**config.mk**
```make
export PLATFORM = sky130hd
export DESIGN_NAME = loop_stream_buf
export DESIGN_NICKNAME = d
export VERILOG_FILES = /design/src/rtl/lsb_pkg.sv /design/src/rtl/lsb_rr_arb.sv /design/src/rtl/lsb_thread.sv /design/src/rtl/loop_stream_buf.sv
export SDC_FILE = /design/constraint.sdc
export NUM_CORES = 2
export LEC_CHECK = 0
export BUFFER_PORTS_ARGS = -buffer_cell sky130_fd_sc_hd__buf_2
export CORE_MARGIN = 1
export CORE_UTILIZATION = 38
export CTS_BUF_LIST = sky130_fd_sc_hd__clkbuf_8
export DETAILED_ROUTE_END_ITERATION = 10
export PLACE_DENSITY = 0.51
export REMOVE_ABC_BUFFERS = 1
export SLEW_MARGIN = 20
export SYNTH_ARGS = -nofsm -noshare
export SYNTH_HDL_FRONTEND = slang
export SYNTH_SLANG_ARGS = --single-unit
```
**constraint.sdc**
```tcl
create_clock -name clk -period 3.8 [get_ports clk]
set_input_delay 0.57 -clock clk [delete_from_list [all_inputs] [get_ports clk]]
set_output_delay 0.57 -clock clk [all_outputs]
set_load 0.005 [all_outputs]
```
**src/rtl/lsb_pkg.sv**
```systemverilog
package lsb_pkg;
  localparam int unsigned NUM_THR = 2;

  typedef enum logic [2:0] {
    ST_IDLE    = 3'd0,
    ST_DETECT  = 3'd1,
    ST_CAPTURE = 3'd2,
    ST_STREAM  = 3'd3,
    ST_FLUSH   = 3'd4
  } lsb_state_e;

  // Replay pointer advance with wrap at the recorded body length.
  function automatic int unsigned ring_next(int unsigned ptr, int unsigned len);
    return (ptr + 1 >= len) ? 0 : ptr + 1;
  endfunction

  // True while the store still has a free entry for the next capture write.
  function automatic logic has_room(int unsigned fill, int unsigned depth);
    return fill < depth;
  endfunction
endpackage

```
**src/rtl/lsb_rr_arb.sv**
```systemverilog
module lsb_rr_arb (
  input  logic       clk,
  input  logic       rst_n,
  input  logic [1:0] req,
  output logic [1:0] grant
);
  logic last_q;   // thread granted most recently

  always_comb begin
    if (req == 2'b11) grant = last_q ? 2'b01 : 2'b10;
    else              grant = req;
  end

  always_ff @(posedge clk or negedge rst_n) begin
    if (!rst_n)          last_q <= 1'b1;
    else if (|grant)     last_q <= grant[1];
  end
endmodule

```
**src/rtl/lsb_thread.sv**
```systemverilog
module lsb_thread
  import lsb_pkg::*;
#(
  parameter int DEPTH = 64,
  parameter int PW    = 32,
  parameter int TW    = 16,
  localparam int IW   = $clog2(DEPTH),
  localparam int CW   = $clog2(DEPTH + 1)
) (
  input  logic          clk,
  input  logic          rst_n,
  input  logic          enable,
  input  logic          flush_req,
  input  logic          misres,
  input  logic          in_valid,
  input  logic [PW-1:0] in_payload,
  input  logic          in_back_br,
  input  logic [TW-1:0] in_tgt,
  input  logic          grant,
  output logic          req,
  output logic          accept,
  output logic [PW-1:0] slot_payload,
  output logic          streaming,
  output logic [CW-1:0] fill
);
  lsb_state_e    state_q;
  logic [TW-1:0] tgt_q;
  logic [CW-1:0] wptr_q, len_q;
  logic [IW-1:0] rptr_q;
  logic [PW-1:0] mem_q [DEPTH];

  logic kill, emit, same_tgt, room, wr_en;

  assign streaming    = (state_q == ST_STREAM);
  assign kill         = !enable || flush_req || (streaming && misres);
  assign req          = !kill && (streaming || (state_q != ST_FLUSH && in_valid));
  assign accept       = grant && !streaming;
  assign emit         = grant && streaming;
  assign same_tgt     = in_back_br && (in_tgt == tgt_q);
  assign room         = has_room(32'(wptr_q), DEPTH);
  assign wr_en        = (state_q == ST_CAPTURE) && accept && room;
  assign slot_payload = streaming ? mem_q[rptr_q] : in_payload;
  assign fill         = wptr_q;

  always_ff @(posedge clk) begin
    if (wr_en) mem_q[wptr_q[IW-1:0]] <= in_payload;
  end

  always_ff @(posedge clk or negedge rst_n) begin
    if (!rst_n) begin
      state_q <= ST_IDLE;
      tgt_q   <= '0;
      wptr_q  <= '0;
      len_q   <= '0;
      rptr_q  <= '0;
    end else if (kill) begin
      state_q <= ST_FLUSH;
      wptr_q  <= '0;
      len_q   <= '0;
      rptr_q  <= '0;
    end else begin
      case (state_q)
        ST_FLUSH: begin
          state_q <= ST_IDLE;
          wptr_q  <= '0;
          len_q   <= '0;
          rptr_q  <= '0;
        end
        ST_IDLE: if (accept && in_back_br) begin
          tgt_q   <= in_tgt;
          state_q <= ST_DETECT;
        end
        ST_DETECT: if (accept && in_back_br) begin
          if (same_tgt) begin
            state_q <= ST_CAPTURE;
            wptr_q  <= '0;
          end else begin
            tgt_q <= in_tgt;
          end
        end
        ST_CAPTURE: if (accept) begin
          if (!room) begin
            state_q <= ST_IDLE;
            wptr_q  <= '0;
          end else if (same_tgt) begin
            state_q <= ST_STREAM;
            len_q   <= wptr_q + 1'b1;
            rptr_q  <= '0;
          end else if (in_back_br) begin
            state_q <= ST_DETECT;
            tgt_q   <= in_tgt;
            wptr_q  <= '0;
          end else begin
            wptr_q <= wptr_q + 1'b1;
          end
        end
        ST_STREAM: if (emit) begin
          rptr_q <= IW'(ring_next(32'(rptr_q), 32'(len_q)));
        end
        default: state_q <= ST_IDLE;
      endcase
    end
  end
endmodule

```
**src/rtl/loop_stream_buf.sv**
```systemverilog
module loop_stream_buf
  import lsb_pkg::*;
#(
  parameter int DEPTH = 64,
  parameter int PW    = 32,
  parameter int TW    = 16
) (
  input  logic                  clk,
  input  logic                  rst_n,
  input  logic [1:0]            thr_enable,
  input  logic [1:0]            dec_valid,
  input  logic [1:0][PW-1:0]    dec_payload,
  input  logic [1:0]            dec_back_br,
  input  logic [1:0][TW-1:0]    dec_target,
  output logic [1:0]            dec_ready,
  input  logic [1:0]            be_flush,
  input  logic [1:0]            br_misres,
  output logic [1:0]            stop_pred,
  output logic                  out_valid,
  output logic                  out_tid,
  output logic [PW-1:0]         out_payload
);
  localparam int CW = $clog2(DEPTH + 1);

  // Named internal events, observed by the bound checker.
  logic [1:0]          thr_req;
  logic [1:0]          thr_grant;
  logic [1:0][CW-1:0]  thr_fill;
  logic [1:0][PW-1:0]  thr_slot;

  for (genvar t = 0; t < NUM_THR; t++) begin : g_thr
    lsb_thread #(.DEPTH(DEPTH), .PW(PW), .TW(TW)) u_thread (
      .clk          (clk),
      .rst_n        (rst_n),
      .enable       (thr_enable[t]),
      .flush_req    (be_flush[t]),
      .misres       (br_misres[t]),
      .in_valid     (dec_valid[t]),
      .in_payload   (dec_payload[t]),
      .in_back_br   (dec_back_br[t]),
      .in_tgt       (dec_target[t]),
      .grant        (thr_grant[t]),
      .req          (thr_req[t]),
      .accept       (dec_ready[t]),
      .slot_payload (thr_slot[t]),
      .streaming    (stop_pred[t]),
      .fill         (thr_fill[t])
    );
  end

  lsb_rr_arb u_arb (
    .clk   (clk),
    .rst_n (rst_n),
    .req   (thr_req),
    .grant (thr_grant)
  );

  always_ff @(posedge clk or negedge rst_n) begin
    if (!rst_n) begin
      out_valid   <= 1'b0;
      out_tid     <= 1'b0;
      out_payload <= '0;
    end else begin
      out_valid   <= |thr_grant;
      out_tid     <= thr_grant[1];
      out_payload <= thr_grant[1] ? thr_slot[1] : thr_slot[0];
    end
  end
endmodule

```
==> impl_metrics.csv <==
group,metric,value,unit
sta,skew,0.0839,ns
grt,grt_antenna_before_repair,51,
power,ir_drop,330,uV
clocking,cts_root_buf,"clkbuf_8",
critical_path,crit_path_end_kind,"primary output",
critical_path,crit_fanout,3,
die,core_area,427000,sq um
route,vias,86945,
sta,max_slew_margin,18.9,%
yosys,synth_ff_type,"edfxtp_1",
critical_path,required,3.23,ns
yosys,yosys_warnings,0,
power,powerDensity,466,nW/um^2
yosys,seq_area_frac_synth,77.1,%
grt,grt.total_usage,22.5,%
yosys,yosysTopAreaCell,"edfxtp_1",
place,port_buffers,145,
yosys,syn_area_per_cell,20.3,sq um
route,first_iter_violations,9068,
finish,final_cell_mix,"4,096 x edfxtp_1, 861 x mux2i_1, 727 x clkbuf_8",
critical_path,arrival,3.09,ns
power,pwr-share-clk,41.3,%
finish,layout-area-overhead-vs-synth,18.3,%
yosys,async_flop_share,2.68,%
place,gp_congestion,0.833,
grt,first_global_vias,88775,
yosys,ys_top_cells_by_area,"edfxtp_1 75%, mux4_2 8.7%, mux2i_1 5.3%, o221ai_1 2.3%, dfrtp_1 1.7%",
die,rows,240,
clocking,cts_tree,"yes",
critical_path,crit_slowest_cell,"or3b_2",
grt,overflow,0,
yosys,synth_top_cell_area_share,75.4,%
sta,final_max_slew_viol_count,0,
sta,fmax,273,MHz
power,switchingPower,0.0198,W
finish,mostFrequentLayoutCell,"edfxtp_1",
route,drtPass1Iterations,10,
route,vias_per_cell,5.59,
power,pwr-share-comb,1.8,%
critical_path,crit_top_cell,"buf_12",
sta,worst_pin_slew,1.21,ns
yosys,synth_cells,8049,
yosys,synth_edf_count,4096,
route,drt-total-wl,495000,microns
power,p_sw_share,22.1,%
die,io_pins,146,
critical_path,cp_top_family,"simple AND/OR/NAND/NOR gates",
clocking,clock_sinks,4209,
critical_path,path_cells,"or3b_2 > o2111ai_2 > buf_6 > o211ai_4 > buf_12 > nor2_4 > buf_12 > buf_2",
power,p_leak,59.2,nW
grt,grt_max_degree,117,
sta,setup_viol_count_final,0,
finish,drive_above_1_share,26.3,%
critical_path,cp-start-kind,"flop",
die,die-area,432000,sq um
yosys,synth.cell_area,163000,sq um
die,die_height,657,microns
clocking,clockBufferDepth,4,
route,wl_per_cell,31.8,microns
sta,hold_viol,0,
sta,fin_crit_sh,96.3,%
die,start_util,38.2,%
yosys,synth_seq_cells,4209,
min_path,hold_class,"input pin to flop",
sta,rsz0062_at_grt,"false",
clocking,clk_latency,1.24,ns
critical_path,slowest_delay,0.52,ns
place,place_hpwl,314000,microns
clocking,clk_pin_slew_worst_paths,0.06,ns
die,die_x,657,microns
route,postRouteAntennaNets,0,
critical_path,crit_buf_inv,4,
clocking,numCtsBuffers,697,
run,drv_cap,0,
grt,grt_pass1_wl,689000,microns
power,p_int,0.0700,W
clocking,htreeDepth,6,
finish,post-route-util,45.1,%
route,drc,0,
critical_path,critPathKind,"flop to primary output",
yosys,yosysUniqueCellTypes,80,
power,seqPwrFrac,56.8,%
sta,period_needed,3.66,ns
power,total_power,0.0899,W
outcome,status,"complete, no violations",
finish,num-nets-final,9392,
==> per-layer routing <==
metal | global-route usage, % | part of all wire, %
met5 | 0 | 0.0075
met4 | 7.88 | 3.7
met3 | 3.67 | 6.7
met2 | 36.7 | 48
met1 | 30.8 | 42
==> path summary, 6_finish.rpt <==
path	cells after the start	slack, ns	start	end
max	8	0.14	g_thr[0].u_thread.state_q[1]$_DFFE_PN0P_	dec_ready[1]
min	4	0.12	dec_valid[1]	u_arb.last_q$_DFFE_PN1P_
max reg2reg	10	0.19	g_thr[1].u_thread.rptr_q[0]$_DFFE_PN0P_	out_payload[10]$_DFF_PN0_
min reg2reg	2	0.48	g_thr[1].u_thread.len_q[5]$_DFFE_PN0P_	g_thr[1].u_thread.len_q[5]$_DFFE_PN0P_
max in group asynchronous	4	2.79	rst_n	out_payload[26]$_DFF_PN0_
min in group asynchronous	4	0.48	rst_n	out_payload[28]$_DFF_PN0_
==> state kept, by name, indices dropped and copies added (netlist names) <==
| name | cells |
|---|---|
| g_thr.u_thread.fill | 14 |
| g_thr.u_thread.len_q | 14 |
| g_thr.u_thread.mem_q | 4096 |
| g_thr.u_thread.rptr_q | 12 |
| g_thr.u_thread.state_q | 6 |
| g_thr.u_thread.tgt_q | 32 |
| out_payload | 32 |
| out_tid | 1 |
| out_valid | 1 |
| u_arb.last_q | 1 |
==> area by class of cell <==
type                       instances  area (sq um)
inverter                          31           136
fill                           36410        234000
clock inverter                   545          2850
sequential                      4209        126000
tap                             5687          7120
timing repair buffer            1009         10700
clock buffer                     727         10000
multi-input combinational       3318         36100
antenna                           23          57.6
==> power groups by stage <==
stage	Combinational [W]	Sequential [W]	Clock, W
floorplan	0.000203	0.0520	0
global placement	0.00146	0.0520	0
detailed placement	0.00153	0.0520	0
CTS	0.00165	0.0511	0.0380
global route	0.00172	0.0511	0.0400
finish	0.00164	0.0511	0.0371
==> cell usage after synthesis (18+ instances only) <==
library cell / count
dfrtp_1: 112
clkbuf_1: 289
xnor2_1: 45
o221ai_1: 421
o21ai_0: 90
nand2_1: 182
o311a_1: 27
buf_2: 120
buf_4: 24
mux2i_1: 861
a21oi_1: 143
mux2_2: 31
nor2_1: 192
a222oi_1: 28
buf_1: 57
nand3_1: 60
ha_1: 18
edfxtp_1: 4096
mux4_2: 628
inv_1: 25
o22ai_1: 214
a211oi_1: 113
nor3_1: 36
o31ai_1: 27
==> stage by stage <==
stage          cells  TNS [ns]  worst slack, ns  area (sq um)  hold WS, ns
2_1_floorplan   7558  -1289.30           -24.10        161000        0.274
3_3_place_gp   14114    -0.535          -0.0570        178000        0.470
3_5_place_dp   14116    -0.304          -0.0511        179000        0.475
4_1_cts        15524         0          0.00210        193000      0.00242
5_1_grt        15541         0           0.0191        193000       0.0699
6_report       15549         0            0.140        193000        0.122
==> cell families (layout without fill, tap and decap cells) <==
kind of cell | Yosys count | in the layout | synth area share (%)
AOI/OAI and AO/OA | 1138 | 1138 | 5.19
xor gates and xnor gates | 50 | 50 | 0.268
adders and majority gates | 18 | 18 | 0.138
buffers and inverters | 522 | 2312 | 1.36
DFF | 4209 | 4209 | 77.1
muxes | 1530 | 1530 | 14.3
other | 0 | 23 | 0
and+or+nand+nor | 582 | 582 | 1.65
==> tightest hold or removal path, stage by stage <==
cell and delay [ns]:
buf_2 0.16, a21o_1 0.35, nand2_1 0.16, a21oi_1 0.07
==> what timing repair did <==
item / in CTS / in global routing
resized for setup: 8 / 0
setup buffers: 7 / 0
setup endpoints to repair: 2 / 0
endpoints found under the hold margin: 1276 / 80
hold buffers: 128 / 2
Note: power is estimated with default switching activity, not from simulation.
